### config.mk
export PLATFORM = sky130hd
export DESIGN_NAME = loopcode_det
export DESIGN_NICKNAME = d
export VERILOG_FILES = /design/src/rtl/loopcode_pkg.sv /design/src/rtl/lc_code_match.sv /design/src/rtl/lc_run_timer.sv /design/src/rtl/loopcode_det.sv
export SDC_FILE = /design/constraint.sdc
export NUM_CORES = 1
export LEC_CHECK = 0
export BUFFER_PORTS_ARGS = -buffer_cell sky130_fd_sc_hd__buf_2
export CAP_MARGIN = 15
export CORE_AREA = 2 2 103 105
export DETAILED_ROUTE_END_ITERATION = 10
export DIE_AREA = 0 0 105 107
export PLACE_DENSITY_LB_ADDON = 0.15
export SLEW_MARGIN = 10
export SYNTH_ARGS = -nofsm -noshare
export SYNTH_HDL_FRONTEND = slang
export SYNTH_HIERARCHICAL = 1
export SYNTH_SLANG_ARGS = --single-unit
### constraint.sdc
create_clock -name clk -period 9.6 [get_ports clk]
set_input_delay 0.96 -clock clk [delete_from_list [all_inputs] [get_ports clk]]
set_output_delay 0.96 -clock clk [all_outputs]
set_load 0.02 [all_outputs]
### src/rtl/loopcode_pkg.sv
package loopcode_pkg;

  localparam int unsigned MAX_PERIOD = 16;

  // population count of a window of at most MAX_PERIOD bits
  function automatic int unsigned mark_count(input logic [MAX_PERIOD-1:0] win);
    int unsigned n;
    n = 0;
    for (int i = 0; i < MAX_PERIOD; i++) n += int'(win[i]);
    return n;
  endfunction

  // a window is in code phase when it carries exactly one mark
  function automatic logic single_mark(input logic [MAX_PERIOD-1:0] win);
    return mark_count(win) == 1;
  endfunction

  // width of a counter able to hold 0..limit
  function automatic int unsigned cnt_width(input int unsigned limit);
    return (limit < 2) ? 1 : $clog2(limit + 1);
  endfunction

endpackage

### src/rtl/lc_code_match.sv
module lc_code_match
  import loopcode_pkg::*;
#(
  parameter int unsigned PERIOD = 5
) (
  input  logic clk,
  input  logic rst_n,
  input  logic shift_en,
  input  logic bit_in,
  output logic hit
);
  localparam int unsigned P = (PERIOD < 2) ? 2 : PERIOD;

  logic [P-1:0]          hist_q;   // hist_q[0] newest, hist_q[P-1] oldest
  logic [P-1:0]          window;
  logic [MAX_PERIOD-1:0] window_ext;
  logic                  periodic;
  logic                  phase_ok;

  assign window     = {hist_q[P-2:0], bit_in};
  assign window_ext = MAX_PERIOD'(window);
  assign periodic   = (bit_in == hist_q[P-1]);
  assign phase_ok   = single_mark(window_ext);
  assign hit        = shift_en && periodic && phase_ok;

  always_ff @(posedge clk) begin
    if (!rst_n) hist_q <= '0;
    else if (shift_en) hist_q <= window;
  end

endmodule

### src/rtl/lc_run_timer.sv
module lc_run_timer
  import loopcode_pkg::*;
#(
  parameter int unsigned HOLD = 8
) (
  input  logic clk,
  input  logic rst_n,
  input  logic step,
  input  logic hit,
  input  logic clr,
  output logic done
);
  localparam int unsigned W = cnt_width(HOLD);
  localparam logic [W-1:0] LAST = W'(HOLD - 1);

  logic [W-1:0] run_q;

  assign done = step && hit && !clr && (run_q == LAST);

  always_ff @(posedge clk) begin
    if (!rst_n || clr)  run_q <= '0;
    else if (step) begin
      if (!hit || done) run_q <= '0;
      else              run_q <= run_q + 1'b1;
    end
  end

endmodule

### src/rtl/loopcode_det.sv
module loopcode_det
  import loopcode_pkg::*;
#(
  parameter int unsigned ACT_PERIOD = 5,
  parameter int unsigned REL_PERIOD = 3,
  parameter int unsigned HOLD_BITS  = 7_720_000
) (
  input  logic clk,
  input  logic rst_n,
  input  logic bit_vld,
  input  logic bit_in,
  input  logic rloop_act,
  output logic nloop_act
);
  localparam int unsigned NCODE = 2;   // 0: activate, 1: release

  logic [NCODE-1:0] code_hit;
  logic [NCODE-1:0] code_clr;
  logic [NCODE-1:0] code_done;
  logic             nloop_q;
  logic             act_hit, rel_hit;
  logic             act_done, rel_done;

  // activate run only counts while inactive, release run only while active
  assign code_clr[0] = nloop_q  || rloop_act;
  assign code_clr[1] = !nloop_q || rloop_act;

  for (genvar g = 0; g < NCODE; g++) begin : g_code
    localparam int unsigned PER = (g == 0) ? ACT_PERIOD : REL_PERIOD;

    lc_code_match #(.PERIOD(PER)) u_match (
      .clk     (clk),
      .rst_n   (rst_n),
      .shift_en(bit_vld),
      .bit_in  (bit_in),
      .hit     (code_hit[g])
    );

    lc_run_timer #(.HOLD(HOLD_BITS)) u_timer (
      .clk  (clk),
      .rst_n(rst_n),
      .step (bit_vld),
      .hit  (code_hit[g]),
      .clr  (code_clr[g]),
      .done (code_done[g])
    );
  end

  assign act_hit  = code_hit[0];
  assign rel_hit  = code_hit[1];
  assign act_done = code_done[0];
  assign rel_done = code_done[1];

  always_ff @(posedge clk) begin
    if (!rst_n || rloop_act) nloop_q <= 1'b0;
    else if (act_done)       nloop_q <= 1'b1;
    else if (rel_done)       nloop_q <= 1'b0;
  end

  assign nloop_act = nloop_q;

endmodule

==> results of run 1 <==
## Yosys cell counts, types with 3 or more instances
library cell  number
nor2b_1            9
nand2b_1           8
buf_6              3
xnor2_1           10
xor2_1             8
nor2_1             6
clkbuf_1          10
a211oi_1          20
nor4_1             4
mux2i_1            8
buf_2              4
o21ai_0           12
ha_1               3
dfxtp_1           55
a21oi_1            4
or4_1             10
a211oi_2           4
inv_1             21
nor3_1            19
nand3_1            8
or3_1             10
o311ai_0           6
or4_4              6
and4_1             6
nand4_1           10
o31ai_1           12
fa_1               3
nand2_1           24
## worst register-to-register path: cells and delay by family, from the launching register on
kind | cells | cell delay (ns)
buf+inv | 2 | 0.13
simple gates | 3 | 1.14
fa+ha+maj | 3 | 1.06
flops | 1 | 0.37
compound gates | 1 | 0.43
## stage by stage
step	util (%)	power [mW]	worst slack (ns)	instances	cell area, µm²
finish	31.3	0.386	5.90	459	3160
global route	31.3	0.402	5.65	459	3160
CTS	31.3	0.393	5.87	459	3160
detailed placement	30.3	0.250	5.52	451	3060
global placement	30.3	0.250	5.63	451	3060
floorplan	-	0.246	5.95	325	2940
## routing by layer
layer  share of wire, %  global-route usage (%)  vias up  wire, µm
met5                  0                       0        -         0
met4                1.1                    3.14        0        68
met3                2.0                    2.37        5       119
met2                 45                    18.6       16      2710
met1                 52                    14.6     1065      3080
li1                   -                       -     1198         -
## power by group
part / switching, mW / internal, mW / leakage, nW
Sequential: 0.000939 / 0.229 / 0.443
Combinational: 0.00859 / 0.00600 / 0.402
Clock: 0.0816 / 0.0592 / 0.0474
## sequential cells by signal, summed over array words and instances, names as in the netlist
name,cells
g_code.u_match/hist_q,8
g_code.u_timer/run_q,46
nloop_act,1
## worst min-delay path by stage
stage                                      startpoint                           to  slack, ns  depth (start not counted)
after floorplan           g_code[0].u_timer/run_q[22]  g_code[0].u_timer/run_q[22]       0.46                          2
after CTS                 g_code[0].u_timer/run_q[22]  g_code[0].u_timer/run_q[22]       0.50                          2
after global routing      g_code[0].u_timer/run_q[22]  g_code[0].u_timer/run_q[22]       0.52                          2
after global placement    g_code[0].u_timer/run_q[22]  g_code[0].u_timer/run_q[22]       0.48                          2
after detailed placement  g_code[0].u_timer/run_q[22]  g_code[0].u_timer/run_q[22]       0.48                          2
final                     g_code[0].u_timer/run_q[22]  g_code[0].u_timer/run_q[22]       0.49                          2
## cell families after synthesis
logic type	after synthesis
buffers and inverters	38
XOR/XNOR	18
flip-flops	55
adder cells (fa/ha/maj)	6
AND/OR/NAND/NOR	139
multiplexers	8
AO/OA/AOI/OAI	61
## layout make-up
class                           instances  share of cell area [%]
Timing Repair Buffer                    7                    1.27
Multi-Input combinational cell        232                    52.9
Sequential cell                        55                    34.9
Clock buffer                            6                    2.61
Tap cell                              136                    5.39
Inverter                               21                    2.50
Clock inverter                          2                   0.515
==> results.sh, run 1 <==
export IMPL_skew_ns=0.0182
export IMPL_grt_ovfl_total=0
export IMPL_row_count=37
export IMPL_ir_drop_uv=51.2
export IMPL_clkTransAtPathRegs_ns=0.11
export IMPL_synthMuxAreaShare_pct=2.72
export IMPL_syn_nets=336
export IMPL_postCtsSetupRepairBufs=0
export IMPL_grt_max_degree=31
export IMPL_maxSlewViolCount=0
export IMPL_drive_gt1_share_pct=10.8
export IMPL_synth_compound_area_share_pct=15.1
export IMPL_nFillCells=1098
export IMPL_synth_cell_types=41
export IMPL_gp_congestion=0.743
export IMPL_status="completed"
export IMPL_initial_core_util_pct=29.1
export IMPL_die_area_um2=11200
export IMPL_synth_area_per_cell_um2=9.05
export IMPL_first_pass_iters=4
export IMPL_arrival_ns=3.91
export IMPL_cp_start_kind="input pin"
export IMPL_ys_warn_count=6
export IMPL_design_core_area_um2=10100
export IMPL_synthSimpleGateAreaFrac_pct=30.2
export IMPL_reg2reg_depth=9
export IMPL_critPathBufInv=3
export IMPL_cts_sinks=55
export IMPL_synth_top_family_by_area="simple AND/OR/NAND/NOR gates"
export IMPL_htreeDepth=2
export IMPL_antennaDiodeCount=0
export IMPL_slowest_delay_ns=0.68
export IMPL_setup_violations=0
export IMPL_die_y_um=107
export IMPL_routedWlPerCell_um=13.0
export IMPL_ff2ff_setup_slack_ns=6.36
export IMPL_slew_headroom_pct=30.7
export IMPL_critPathMaxFanout=23
export IMPL_layout_common_cells="55 x dfxtp_1, 24 x nand2_1, 21 x inv_1"
export IMPL_hpwl_um=4040
export IMPL_num_vias=2284
export IMPL_cts_made_buffers=5
export IMPL_fmax_mhz=270
export IMPL_ctsResizeCount=0
export IMPL_endpoint_kind="register"
export IMPL_rsz0062_at_grt="no"
export IMPL_yosysTopAreaCellShare_pct=37.4
export IMPL_hold_path_class="register to register"
export IMPL_drc=0
export IMPL_synthArstFlopShare_pct=0
export IMPL_tns_ns=0
export IMPL_yosysTopAreaCell="dfxtp_1"
export IMPL_io_pins=6
export IMPL_hold_viol_final=0
export IMPL_cp_required_ns=9.81
export IMPL_tritoncts="done"
export IMPL_synthFlopType="dfxtp_1"
export IMPL_synth_edff_count=0
export IMPL_root_buffer="clkbuf_8"
export IMPL_synth_area_um2=2940
export IMPL_crit_type="input pin to register"
export IMPL_synth_area_top_cells="dfxtp_1 37%, a211oi_1 5.1%, nor3_1 3.2%"
export IMPL_cp_endpoint="g_code[0].u_timer/run_q[3]"
export IMPL_yosys_area_share_xor_xnor_pct=5.36
export IMPL_grt_pass1_wl_um=10400
export IMPL_multi_input_area_um2=1670
export IMPL_synth_adder_area_share_pct=3.32
export IMPL_worst_pin_slew_ns=1.04
export IMPL_insertion_delay_ns=0.32
export IMPL_synth_seq_cells=55
export IMPL_seq_area_frac_synth_pct=37.4
export IMPL_postRouteAntennaNets=0
export IMPL_crit_cells=10
export IMPL_routed_via_density=4.98
export IMPL_maxCapViolCount=0
export IMPL_timing_rr_end="g_code[0].u_timer/run_q[3]"
export IMPL_io_buffer_count=5
export IMPL_hold_ws_ns=0.494
export IMPL_setup_worst_path_start="bit_in"
export IMPL_register_area_um2=1100
export IMPL_leakage_nw=0.893
export IMPL_path_cells="buf_2, inv_1, fa_1, fa_1, inv_1, ha_1, nor4_2, nand2b_1, nand3b_1, a31oi_1"
export IMPL_drt_iter0_drc=89
export IMPL_clock_path_buffers=2
export IMPL_die_w_um=105
export IMPL_critical_path_top_delay_family="simple AND/OR/NAND/NOR gates"
export IMPL_antenna_found_initial=0
export IMPL_slowest_stage="nand3b_1"
export IMPL_grt_usage_pct=11.2
export IMPL_cts_hold_fix_buffers=0
export IMPL_layout_min_cycle_time_ns=3.70
export IMPL_wirelength_um=5980
export IMPL_synthToLayoutAreaGrowth_pct=7.40
export IMPL_finalCritPeriodShare_pct=38.6
export IMPL_power_density_nw_per_um2=122
export IMPL_grt_pass1_vias=2151
export IMPL_syn_inst=325
export IMPL_nets=333
export IMPL_final_common_cell="dfxtp_1"
export IMPL_r2r_start="g_code[0].u_match/hist_q[0]"
Note: power is estimated with default switching activity, not from simulation.
==> run 2: changes to the inputs <==
==> constraint.sdc (replaced) <==
create_clock -name clk -period 3.3 [get_ports clk]
set_input_delay 0.33 -clock clk [delete_from_list [all_inputs] [get_ports clk]]
set_output_delay 0.33 -clock clk [all_outputs]
set_load 0.02 [all_outputs]
==> run 2 against run 1 <==
Against the previous run:
- routed wire length is 3.5% higher
- register-to-register slack worse by 6.0 ns
- die area stayed put
- sequential power grew to 2.9 times the previous value
- clock power grew to 2.9 times the previous value
- clock skew is 0.0061 ns lower
- non-clock buffer count increased by 4
- global-route usage grew 0.61 points
- sequential share of layout area shrank 0.56 points
- flip-flop and latch count unchanged
- worst setup slack got worse by 5.5 ns
- first-iteration DRC count shrank 30%
==> results.sh, run 2 (synthesized netlist as in run 1, its figures left out) <==
export IMPL_hold_viol_final=0
export IMPL_gp_congestion=0.705
export IMPL_pre_cts_ws_ns=0.222
export IMPL_ctsResizeCount=0
export IMPL_die_area_um2=11200
export IMPL_routed_via_density=5.03
export IMPL_grt_pass1_wl_um=10700
export IMPL_die_y_um=107
export IMPL_root_buffer="clkbuf_8"
export IMPL_critPathBufInv=3
export IMPL_grt_usage_pct=11.8
export IMPL_critical_path_top_delay_family="adder cells"
export IMPL_clkTransAtPathRegs_ns=0.10
export IMPL_reg2reg_depth=11
export IMPL_fmax_mhz=340
export IMPL_power_density_nw_per_um2=349
export IMPL_leakage_nw=0.921
export IMPL_cts_made_buffers=5
export IMPL_p_clk_share_pct=36.1
export IMPL_synthToLayoutAreaGrowth_pct=9.15
export IMPL_timing_rr_end="nloop_act"
export IMPL_routedWlPerCell_um=13.4
export IMPL_critPathMaxFanout=19
export IMPL_ir_drop_uv=201
export IMPL_switching_share_pct=23.2
export IMPL_grt_max_degree=24
export IMPL_cts_hold_fix_buffers=0
export IMPL_finalCritPeriodShare_pct=89.2
export IMPL_maxSlewViolCount=0
export IMPL_largest_reg_flops=46
export IMPL_die_w_um=105
export IMPL_grt_pass1_vias=2265
export IMPL_fin_ws_ns=0.355
export IMPL_first_pass_iters=4
export IMPL_postRouteAntennaNets=0
export IMPL_grt_ovfl_total=0
export IMPL_insertion_delay_ns=0.32
export IMPL_layout_common_cells="55 x dfxtp_1, 24 x nand2_1, 21 x inv_1"
export IMPL_min_from="rloop_act"
export IMPL_min_to="nloop_act"
export IMPL_tritoncts="done"
export IMPL_tns_ns=0
export IMPL_drc=0
export IMPL_arrival_ns=3.21
export IMPL_hold_path_cell_count=3
export IMPL_design_core_area_um2=10100
export IMPL_combPwrFrac_pct=4.2
export IMPL_intPower_uw=860
export IMPL_nFillCells=1107
export IMPL_path_cells="inv_1, fa_1, fa_1, inv_1, ha_1, nor4_2, and3b_1, nand4_1, nor3_2, buf_12, o211a_1"
export IMPL_ff2ff_setup_slack_ns=0.36
export IMPL_cp_required_ns=3.57
export IMPL_io_pins=6
export IMPL_slowest_stage="fa_1"
export IMPL_layout_min_cycle_time_ns=2.94
export IMPL_antennaDiodeCount=0
export IMPL_row_count=37
export IMPL_setup_violations=0
export IMPL_num_vias=2328
export IMPL_rsz0062_at_grt="no"
export IMPL_r2r_start="g_code[0].u_match/hist_q[0]"
export IMPL_skew_ns=0.0121
export IMPL_slowest_delay_ns=0.46
export IMPL_hpwl_um=4180
export IMPL_slew_headroom_pct=70.6
export IMPL_clock_path_buffers=2
export IMPL_status="completed"
export IMPL_endpoint_kind="register"
export IMPL_hold_path_class="input pin to register"
export IMPL_nets=337
export IMPL_p_seq_share_pct=59.8
export IMPL_power_switching_uw=259
export IMPL_wirelength_um=6190
export IMPL_drive_gt1_share_pct=11.6
export IMPL_initial_core_util_pct=29.1
export IMPL_hold_ws_ns=0.272
export IMPL_drt_iter0_drc=62
export IMPL_cts_sinks=55
export IMPL_cp_start_kind="register"
export IMPL_htreeDepth=2
export IMPL_final_common_cell="dfxtp_1"
export IMPL_crit_type="register to register"
export IMPL_maxCapViolCount=0
export IMPL_io_buffer_count=5
export IMPL_antenna_found_initial=0
export IMPL_top_register="g_code.u_timer/run_q"
export IMPL_postCtsSetupRepairBufs=0
export IMPL_worst_pin_slew_ns=0.441
[run 2: how the worst max path moves through the flow]
stage / depth (start not counted) / end / slack (ns) / startpoint
floorplan: 11 / nloop_act / 0.28 / bit_in
CTS: 11 / nloop_act / 0.30 / g_code[0].u_match/hist_q[0]
global placement: 12 / nloop_act / 0.33 / bit_in
global route: 10 / g_code[0].u_timer/run_q[3] / 0.13 / g_code[0].u_match/hist_q[1]
finish: 11 / nloop_act / 0.36 / g_code[0].u_match/hist_q[0]
detailed placement: 12 / nloop_act / 0.22 / bit_in
[run 2: routing by layer]
metal | track usage (%) | up-vias | routed length, µm
met2 | 19.6 | 8 | 2930
met1 | 14.9 | 1113 | 3090
met5 | 0 | - | 0
met4 | 4.00 | 0 | 51
li1 | - | 1205 | -
met3 | 2.92 | 2 | 115
[run 2: final cells by class]
| class | instances | area, µm² | share of cell area [%] |
|---|---|---|---|
| Timing Repair Buffer | 11 | 95.1 | 2.96 |
| Tap cell | 136 | 170 | 5.30 |
| Clock inverter | 1 | 8.76 | 0.273 |
| Multi-Input combinational cell | 232 | 1670 | 52.0 |
| Clock buffer | 7 | 86.3 | 2.69 |
| Inverter | 21 | 78.8 | 2.46 |
| Sequential cell | 55 | 1100 | 34.3 |
[run 2: power by group through the flow]
stage | sequential, mW | clock, mW | combinational [mW]
floorplan | 0.684 | 0 | 0.0328
global placement | 0.685 | 0 | 0.0475
detailed placement | 0.685 | 0 | 0.0475
CTS | 0.669 | 0.425 | 0.0479
global route | 0.670 | 0.450 | 0.0515
finish | 0.669 | 0.404 | 0.0466
[run 2: per-stage QoR]
step / instance area [µm²] / cells / total power, mW / util, %
global placement: 3120 / 455 / 0.732 / 30.9
finish: 3210 / 463 / 1.12 / 31.8
detailed placement: 3120 / 455 / 0.732 / 30.9
CTS: 3210 / 463 / 1.14 / 31.8
floorplan: 2940 / 325 / 0.717 / -
global route: 3210 / 463 / 1.17 / 31.8
[run 2: worst min-delay path: stages]
cell and delay [ns]:
buf_2 0.09, inv_1 0.04, o211a_1 0.09
==> run 3: changes to the inputs <==
--- a/config.mk
+++ b/config.mk
@@ -7,10 +7,11 @@
 export LEC_CHECK = 0
 export BUFFER_PORTS_ARGS = -buffer_cell sky130_fd_sc_hd__buf_2
 export CAP_MARGIN = 15
-export CORE_AREA = 2 2 103 105
+export CORE_AREA = 2 2 77 79
 export DETAILED_ROUTE_END_ITERATION = 10
-export DIE_AREA = 0 0 105 107
+export DIE_AREA = 0 0 79 81
 export PLACE_DENSITY_LB_ADDON = 0.15
+export RECOVER_POWER = 100
 export SLEW_MARGIN = 10
 export SYNTH_ARGS = -nofsm -noshare
 export SYNTH_HDL_FRONTEND = slang
==> constraint.sdc (replaced) <==
create_clock -name clk -period 3.3 [get_ports clk]
set_input_delay 0.165 -clock clk [delete_from_list [all_inputs] [get_ports clk]]
set_output_delay 0.165 -clock clk [all_outputs]
set_load 0.02 [all_outputs]
==> run 3 against run 2 <==
Against the previous run:
- the run now ends with capacitance limit, slew limit left
- maximum frequency decreased by 1.4%
- utilization increased by 23 points
- worst setup slack got worse by 0.042 ns
- largest cell class unchanged
- largest power group unchanged
==> results.sh, run 3 (synthesized netlist as in run 1, its figures left out) <==
export IMPL_status="complete, but fails checks"
export IMPL_violations="capacitance limit, slew limit"
export IMPL_top_register="g_code.u_timer/run_q"
export IMPL_row_count=28
export IMPL_power_switching_uw=242
export IMPL_leakage_nw=0.895
export IMPL_die_area_um2=6400
export IMPL_grt_pass1_vias=2198
export IMPL_die_y_um=81
export IMPL_hold_path_cell_count=3
export IMPL_grt_ovfl_total=0
export IMPL_layout_min_cycle_time_ns=2.99
export IMPL_drive_gt1_share_pct=9.54
export IMPL_power_density_nw_per_um2=372
export IMPL_fmax_mhz=335
export IMPL_synthToLayoutAreaGrowth_pct=4.85
export IMPL_cts_sinks=55
export IMPL_switching_share_pct=21.1
export IMPL_grt_max_degree=31
export IMPL_antenna_found_initial=0
export IMPL_finalPower_mw=1.15
export IMPL_finalNonFillerCells=400
export IMPL_finalCritPeriodShare_pct=90.5
export IMPL_hold_ws_ns=0.121
export IMPL_initial_core_util_pct=51.8
export IMPL_routedWlPerCell_um=14.0
export IMPL_postCtsSetupRepairBufs=0
export IMPL_multi_input_area_um2=1660
export IMPL_gp_congestion=0.775
export IMPL_largest_reg_flops=46
export IMPL_drc=0
export IMPL_ir_drop_uv=251
export IMPL_tns_ns=0
export IMPL_clkTransAtPathRegs_ns=0.10
export IMPL_routed_via_density=5.76
export IMPL_insertion_delay_ns=0.30
export IMPL_first_pass_iters=4
export IMPL_die_w_um=79
export IMPL_cts_made_buffers=5
export IMPL_critPathMaxFanout=8
export IMPL_rsz0062_at_grt="no"
export IMPL_cp_required_ns=3.56
export IMPL_nFillCells=530
export IMPL_maxCapViolCount=1
export IMPL_design_core_area_um2=5680
export IMPL_dp_cells=393
export IMPL_intPower_uw=906
export IMPL_setup_violations=0
export IMPL_p_seq_share_pct=58.3
export IMPL_htreeDepth=2
export IMPL_cp_start_kind="register"
export IMPL_grt_usage_pct=19.6
export IMPL_p_clk_share_pct=38.0
export IMPL_placed_area_um2=3010
export IMPL_register_area_um2=1100
export IMPL_tritoncts="done"
export IMPL_reg2reg_depth=11
export IMPL_io_pins=6
export IMPL_grt_pass1_wl_um=10200
export IMPL_hold_viol_final=0
export IMPL_postRouteAntennaNets=0
export IMPL_combPwrFrac_pct=3.7
export IMPL_antennaDiodeCount=0
export IMPL_maxSlewViolCount=31
export IMPL_fin_util_pct=54.3
export IMPL_worst_pin_slew_ns=1.55
export IMPL_fin_ws_ns=0.313
export IMPL_skew_ns=0.00587
export IMPL_crit_type="register to register"
export IMPL_endpoint_kind="register"
export IMPL_clock_path_buffers=2
export IMPL_io_buffer_count=5
export IMPL_num_vias=2305
export IMPL_slew_headroom_pct=-3.46
export IMPL_pre_cts_ws_ns=0.404
export IMPL_ctsResizeCount=0
export IMPL_root_buffer="clkbuf_8"
export IMPL_hold_path_class="input pin to register"
export IMPL_finalInstanceArea_um2=3080
export IMPL_layout_common_cells="55 x dfxtp_1, 24 x nand2_1, 21 x inv_1, 21 x a211oi_1, 19 x nor3_1"
export IMPL_wirelength_um=5610
export IMPL_arrival_ns=3.24
export IMPL_cts_hold_fix_buffers=0
export IMPL_final_common_cell="dfxtp_1"
export IMPL_drt_iter0_drc=139
export IMPL_hpwl_um=3790
export IMPL_nets=336
run 3: cell types whose count changed in the layout (fill, tap and decap cells not counted), moves of 2 or more:
cell	change
buf_12	-2
buf_2	-2
buf_4	-3
clkbuf_1	+2
clkbuf_2	+3
run 3: power by group through the flow:
stage	sequential [mW]	clock (mW)	combinational, mW
floorplan	0.684	0	0.0328
global placement	0.685	0	0.0428
detailed placement	0.685	0	0.0434
CTS	0.669	0.451	0.0437
global route	0.670	0.476	0.0479
finish	0.669	0.437	0.0425
run 3: critical path, cell delays in order, from the launching register on:
cell and delay, ns:
dfxtp_1 0.36, inv_1 0.06, fa_1 0.47, fa_1 0.37, inv_1 0.06, ha_1 0.21
nor4_1 0.29, and3b_1 0.22, nand4_1 0.20, nor3_2 0.27, clkbuf_2 0.25, o211a_1 0.17
run 3: metal layers:
layer  GRT usage (%)  share of wire (%)  routed length, µm  up-vias
li1                -                  -                  -     1206
met1            26.6                 51               2870     1086
met2            31.9                 46               2600        7
met3            3.67                1.2                 67        6
met4            5.86                1.2                 67        0
met5               0                  0                  0        -
run 3: worst paths after layout:
check	slack (ns)	to	start
setup reg to reg	0.31	nloop_act	g_code[0].u_match/hist_q[0]
hold reg to reg	0.49	g_code[0].u_timer/run_q[22]	g_code[0].u_timer/run_q[22]
setup / recovery	0.31	nloop_act	g_code[0].u_match/hist_q[0]
hold / removal	0.12	nloop_act	rloop_act
run 3: area by class of cell:
class                           count  area share, %
Multi-Input combinational cell    232           53.7
Sequential cell                    55           35.7
Tap cell                           75           3.04
Inverter                           21           2.56
Clock buffer                        5           2.23
Timing Repair Buffer               10           1.58
Clock inverter                      2           1.22
